<file path="config.mk">
export PLATFORM = sky130hd
export DESIGN_NAME = erase_seq_ctrl
export DESIGN_NICKNAME = d
export VERILOG_FILES = /design/src/rtl/erase_seq_ctrl.sv
export SDC_FILE = /design/constraint.sdc
export NUM_CORES = 1
export LEC_CHECK = 0
export BUFFER_PORTS_ARGS = -buffer_cell sky130_fd_sc_hd__buf_2
export CAP_MARGIN = 25
export CORE_MARGIN = 4
export CORE_UTILIZATION = 40
export DETAILED_ROUTE_END_ITERATION = 6
export SLEW_MARGIN = 30
export SYNTH_ARGS = -nofsm -noshare
export SYNTH_HDL_FRONTEND = slang
export SYNTH_SLANG_ARGS = --single-unit
</file>
<file path="constraint.sdc">
create_clock -name clk -period 4.3 [get_ports clk]
set_input_delay 0.645 -clock clk [delete_from_list [all_inputs] [get_ports clk]]
set_output_delay 0.645 -clock clk [all_outputs]
set_load 0.01 [all_outputs]
</file>
<file path="src/rtl/erase_seq_ctrl.sv">
module erase_seq_ctrl #(
  parameter int ADDR_W    = 23,
  parameter int WE_CYC    = 3,
  parameter int RD_CYC    = 2,
  parameter int MAX_POLLS = 4096
) (
  input  logic              clk,
  input  logic              rst_n,
  input  logic              start,
  input  logic              erase_sector,
  input  logic [ADDR_W-1:0] sector_addr,
  output logic              busy,
  output logic              done,
  output logic              timeout,
  output logic [ADDR_W-1:0] fl_addr,
  output logic [7:0]        fl_wdata,
  output logic              fl_we_n,
  output logic              fl_oe_n,
  input  logic [7:0]        fl_rdata
);

  localparam int CMAX  = (WE_CYC > RD_CYC) ? WE_CYC : RD_CYC;
  localparam int CW    = $clog2(CMAX + 1);
  localparam int PW    = $clog2(MAX_POLLS + 1);
  localparam logic [ADDR_W-1:0] A_555 = ADDR_W'(12'h555);
  localparam logic [ADDR_W-1:0] A_2AA = ADDR_W'(12'h2AA);

  typedef enum logic [2:0] {
    S_IDLE, S_WSET, S_WLOW, S_WHOLD, S_RLOW, S_RGAP, S_DONE, S_TOUT
  } st_t;

  st_t               st;
  logic [CW-1:0]     cnt;
  logic [2:0]        step;
  logic [PW-1:0]     polls;
  logic              first, prev6, is_sec;
  logic [ADDR_W-1:0] tgt;
  logic [ADDR_W-1:0] wa;
  logic [7:0]        wd;

  always_comb begin
    case (step)
      3'd0:    begin wa = A_555; wd = 8'hAA; end
      3'd1:    begin wa = A_2AA; wd = 8'h55; end
      3'd2:    begin wa = A_555; wd = 8'h80; end
      3'd3:    begin wa = A_555; wd = 8'hAA; end
      3'd4:    begin wa = A_2AA; wd = 8'h55; end
      default: begin wa = is_sec ? tgt : A_555; wd = is_sec ? 8'h30 : 8'h10; end
    endcase
  end

  wire wr_ph   = (st == S_WSET) || (st == S_WLOW) || (st == S_WHOLD);
  wire poll_ph = (st == S_RLOW) || (st == S_RGAP);
  wire rd_last = (st == S_RLOW) && (cnt == CW'(RD_CYC - 1));
  wire settled = !first && (fl_rdata[6] == prev6) && fl_rdata[7];

  assign busy     = (st != S_IDLE);
  assign done     = (st == S_DONE);
  assign timeout  = (st == S_TOUT);
  assign fl_we_n  = (st != S_WLOW);
  assign fl_oe_n  = (st != S_RLOW);
  assign fl_addr  = wr_ph ? wa : (poll_ph ? tgt : '0);
  assign fl_wdata = wr_ph ? wd : 8'h00;

  always_ff @(posedge clk) begin
    if (!rst_n) begin
      st <= S_IDLE; cnt <= '0; step <= '0; polls <= '0;
      first <= 1'b1; prev6 <= 1'b0; is_sec <= 1'b0; tgt <= '0;
    end else begin
      case (st)
        S_IDLE: if (start) begin
          is_sec <= erase_sector;
          tgt    <= erase_sector ? sector_addr : '0;
          step   <= '0;
          st     <= S_WSET;
        end
        S_WSET: begin cnt <= '0; st <= S_WLOW; end
        S_WLOW: begin
          if (cnt == CW'(WE_CYC - 1)) st <= S_WHOLD;
          else cnt <= cnt + 1'b1;
        end
        S_WHOLD: begin
          if (step == 3'd5) begin
            cnt <= '0; polls <= '0; first <= 1'b1; st <= S_RLOW;
          end else begin
            step <= step + 1'b1; st <= S_WSET;
          end
        end
        S_RLOW: begin
          if (rd_last) begin
            cnt   <= '0;
            prev6 <= fl_rdata[6];
            first <= 1'b0;
            polls <= polls + 1'b1;
            if (settled)                          st <= S_DONE;
            else if (polls == PW'(MAX_POLLS - 1)) st <= S_TOUT;
            else                                  st <= S_RGAP;
          end else cnt <= cnt + 1'b1;
        end
        S_RGAP:  st <= S_RLOW;
        default: st <= S_IDLE;
      endcase
    end
  end

  AST_NO_BUS_CLASH: assert property (@(posedge clk) disable iff (!rst_n)
    !(!fl_we_n && !fl_oe_n));
  AST_WR_STABLE: assert property (@(posedge clk) disable iff (!rst_n)
    (!fl_we_n || $rose(fl_we_n)) |-> ($stable(fl_addr) && $stable(fl_wdata)));
  AST_DONE_NEEDS_B7: assert property (@(posedge clk) disable iff (!rst_n)
    done |-> $past(fl_rdata[7]));
  AST_BUSY_FROM_START: assert property (@(posedge clk) disable iff (!rst_n)
    $rose(busy) |-> $past(start));
  AST_PULSE_ONE: assert property (@(posedge clk) disable iff (!rst_n)
    (done || timeout) |=> !busy);
  AST_PULSE_EXCL: assert property (@(posedge clk) disable iff (!rst_n)
    !(done && timeout));

endmodule

</file>
[Word-level counts from Yosys, hierarchy flattened]
Cells that the tools add are included.
Storage, ports and cells
  register bits after elaboration: 47
  input port bits: 35
  output and inout port bits: 36
  word-level logic and storage cells: 85
Cells by class
  add/sub/neg operators: 3
  equal/unequal tests: 24
  multiplexer cells: 28
  reduce and logical (&&, ||, !) cells: 22
Operators with widths (number)
  two-way mux 23 bit: 4
  one-hot mux 23 bit (2 select lines): 1
  two-way mux 13 bit: 2
  one-hot mux 13 bit (2 select lines): 1
  one-hot mux 8 bit (3 select lines): 1
  == test 3 bit (second input constant): 6
  two-way mux 3 bit: 6
  one-hot mux 3 bit (6 select lines): 1
  adder 13 x 1 -> 13 bit (second input constant): 1
  == test 13 x 12 -> 1 bit (second input constant): 1
  == test 3 x 2 -> 1 bit (second input constant): 4
  AND reduction 3 bit: 4
  two-way mux 2 bit: 5
  two-way mux 8 bit: 1
  != test 2 bit (second input constant): 4
  one-hot mux 2 bit (4 select lines): 1
  == test 3 x 1 -> 1 bit (second input constant): 2
  zero test 3 bit: 2
  two-way mux 6 bit: 1
  one-hot mux 3 bit (2 select lines): 1
  != test 2 x 1 -> 1 bit (second input constant): 2
  AND reduction 2 bit: 2
  nonzero test 2 bit: 2
  nonzero test 4 bit: 1
  other kinds (15): 21

[Depth between registers and ports, before layout]
  depth after elaboration: 6
  depth in mapped cells: 8
  depth with buffers taken out: 6

[Worst setup path after synthesis]
OpenSTA, ideal clock, no wires.
  path type: reg-to-output
  from: reg step[0]
  to: out fl_addr[12]
  arrival time: 1.565 ns
  required time: 3.655 ns
  setup slack: 2.090 ns
  cell stages (with the launch flop): 8
  buffers on the path: 1
  cells stage by stage: dfxtp_1 -> inv_1 -> ha_1 -> mux2i_1 -> a41oi_1 -> a21oi_1 -> buf_2 -> and2_1
On the way
  longest elaborated chain between the ends: 4
  elaborated cells on any way between the ends: 9
  classes of those cells: eq/ne: 4; mux: 2; reduce/logical: 3
RTL lines
  start: declaration: RTL line 34  | logic [2:0] step;
  start signal: assignment: RTL line 67  | st <= S_IDLE; cnt <= '0; step <= '0; polls <= '0;
  start signal: assignment: RTL line 74  | step <= '0;
  start signal: assignment: RTL line 86  | step <= step + 1'b1; st <= S_WSET;
  == test 3 x 2 -> 1 bit (tied with other cells): RTL line 42  | case (step)
  OR reduction 3 bit (no source line) or OR reduction 2 bit (tied branches)
  one-hot mux 23 bit (2 select lines) (*): RTL line 42
  two-way mux 23 bit (*): RTL line 62  | assign fl_addr = wr_ph ? wa : (poll_ph ? tgt : '0);
  end: declaration: RTL line 15  | output logic [ADDR_W-1:0] fl_addr,
Every way passes the cells marked *; elsewhere a longest branch is shown, timed or not.

[Worst setup path after layout]
  from: reg step[0]
  to: out fl_addr[20]
Same word-level chain as after synthesis.

==> flow_summary.ini <==
[timing]
worstMarginPinSlew_ns = 0.779
relSlewSlack_pct = 48.0
setup_viol = 0
clock_skew_ns = 0.0104
fmax_ghz = 0.310
rsz0062_at_grt = no
finalCritPeriodShare_pct = 75.1
slew_viol_final = 0
finalHoldViolations = 0
fin_setup_tns_ns = 0
finalCriticalPeriod_ns = 3.23

[finish]
final_cells = 415
area_delta_synth_final_pct = 17.2
final_nets = 382
final_common_cell = buf_2
mostFrequentLayoutCells = buf_2, dfxtp_1, nand2_1
drive_above_1_share_pct = 24.4
antenna_cells = 0
fillers = 610
fin_util_pct = 48.5

[die]
rows = 28
core_region_area_mm2 = 0.00596
initial_utilization_pct = 41.4
fp.dieH_um = 86.5
dieWidth_um = 86.5
dieArea_mm2 = 0.00748
top_level_ports = 71

[worst_setup_path]
required_ns = 3.65
endpoint_kind = output pin
critical_path_class = flip-flop to output pin
cp_max_fo = 12
startpoint_type = flip-flop
critical_path_arrival_ns = 2.58

[logic_synthesis]
synth_warnings = 0
ys_types = 59
synth_top_flop_cell = dfxtp_1
syn_area_mm2 = 0.00246
ys_seq_elements = 47
synth_cells = 286
synth-edff-count = 0
synth_nets = 329
avgSynthCellArea_um2 = 8.62
async_reset_ff_share_pct = 0
yosys-top-cells-area = dfxtp_1, a22o_1, nand2_1
synth_top_area_cell = dfxtp_1
ys_seq_area_share_pct = 38.2
synth_top_area_share_pct = 38.2

[global_route]
grt_max_degree = 23
grt_pass1_vias = 2027
track_usage_pct = 15.6
grt-ovfl-total = 0
antenna_found_initial = 0
grt_pass1_wl_mm = 9.58

[clocking]
path_clk_slew_ns = 0.09
cts_resized = 0
worstSkewPairLatency_ns = 0.30
cts_setup_buffers = 0
cts_buffers = 5
cts_tree = built
hold_buffers = 0
htree_num_levels = 2
clockRootBuffer = clkbuf_8
cts_sinks = 47
clockBufferDepth = 2

[power]
ir_drop_uv = 157
swShare_pct = 24.5
internal-power_mw = 0.655
seq_power_share_pct = 52.6
p_clk_share_pct = 38.2
power_switching_mw = 0.212
p_per_area_mw_per_mm2 = 300
leakage_nw = 1.32
share_comb_of_total_power_pct = 9.2

[routing]
postRouteAntennaNets = 0
wl_mm = 5.68
post_drt_via_cell_ratio = 5.10
wire_per_inst_um = 13.7
drtIter0Drc = 149
first_pass_iters = 4
drc = 0
vias = 2117

[place]
port_buffers = 64
gp_congestion = 0.819
hpwl_mm = 4.06
place_inst = 407

[flow_run]
cap_violations = 0

[hold_path]
hold_path.class = flip-flop to flip-flop

[outcome]
run_status = completed
## power by group through the flow
| stage | clock network, mW | logic (mW) | registers, mW |
|---|---|---|---|
| after detailed placement | 0 | 0.0797 | 0.466 |
| final | 0.331 | 0.0794 | 0.456 |
| after floorplan | 0 | 0.0539 | 0.461 |
| after global placement | 0 | 0.0794 | 0.466 |
| after CTS | 0.341 | 0.0802 | 0.456 |
| after global routing | 0.362 | 0.0888 | 0.458 |
## logic make-up after synthesis
| kind of cell | count (synthesis) | share of synthesized area, % |
|---|---|---|
| compound gates | 71 | 21.3 |
| xor+xnor | 11 | 3.91 |
| fa+ha+maj | 8 | 4.06 |
| buf+inv | 32 | 6.65 |
| flops | 47 | 38.2 |
| mux | 5 | 2.08 |
| simple gates | 112 | 23.9 |
## path summary, 6_finish.rpt
| path | start | endpoint | slack, ns | cells past startpoint |
|---|---|---|---|---|
| worst max-delay path | step[0] | fl_addr[20] | 1.07 | 7 |
| worst min-delay path | first | first | 0.45 | 2 |
| worst max register to register | st[2] | polls[11] | 1.90 | 4 |
| worst min register to register | first | first | 0.45 | 2 |
## Yosys cell counts, drive strengths merged, types with 2 or more instances
| cell | number |
|---|---|
| a22o | 19 |
| a21o | 7 |
| inv | 11 |
| a311o | 2 |
| nand4 | 3 |
| o31ai | 4 |
| nor3 | 4 |
| a211oi | 2 |
| o21ai | 3 |
| clkbuf | 2 |
| o22ai | 2 |
| or4 | 2 |
| ha | 8 |
| o21bai | 2 |
| a21boi | 3 |
| nand2b | 3 |
| nor2 | 25 |
| dfxtp | 47 |
| buf | 18 |
| and2 | 13 |
| xor2 | 2 |
| a21oi | 18 |
| nor4 | 3 |
| nand2 | 36 |
| mux2i | 4 |
| and3 | 3 |
| nand3 | 10 |
| xnor2 | 9 |
## through the flow
stage	hold WS, ns	total power [mW]	area [um^2]	setup slack, ns
after global placement	0.432	0.545	2780	1.39
after floorplan	0.423	0.514	2460	2.09
after detailed placement	0.439	0.546	2780	1.40
after global routing	0.473	0.908	2890	0.799
final	0.450	0.867	2890	1.07
after CTS	0.453	0.877	2890	1.06
## flip-flops by register name, summed over array words and instances, names as in the netlist
register,flops
prev6,1
first,1
step,3
is_sec,1
polls,13
st,3
cnt,2
tgt,23
## final cells by class
type	count	area [um^2]	area share (%)
Multi-Input combinational cell	207	1360	47.1
Sequential cell	47	941	32.6
Timing Repair Buffer	66	335	11.6
Tap cell	75	93.8	3.25
Clock buffer	5	68.8	2.38
Inverter	12	45.0	1.56
Clock inverter	3	43.8	1.52
## worst max-delay path: stages, from the launching register on
cell,delay [ns]
dfxtp_1,0.40
inv_1,0.11
ha_1,0.25
mux2i_1,0.34
a41oi_1,0.19
a21oi_1,0.64
and2_1,0.23
buf_2,0.13
## layer usage
metal	wire (um)	share of wire, %	GRT usage (%)
met5	0	0	0
met4	53	0.93	3.82
met3	216	3.8	3.23
met2	2510	44	24.5
met1	2900	51	22.0
Note: power is estimated with default switching activity, not from simulation.
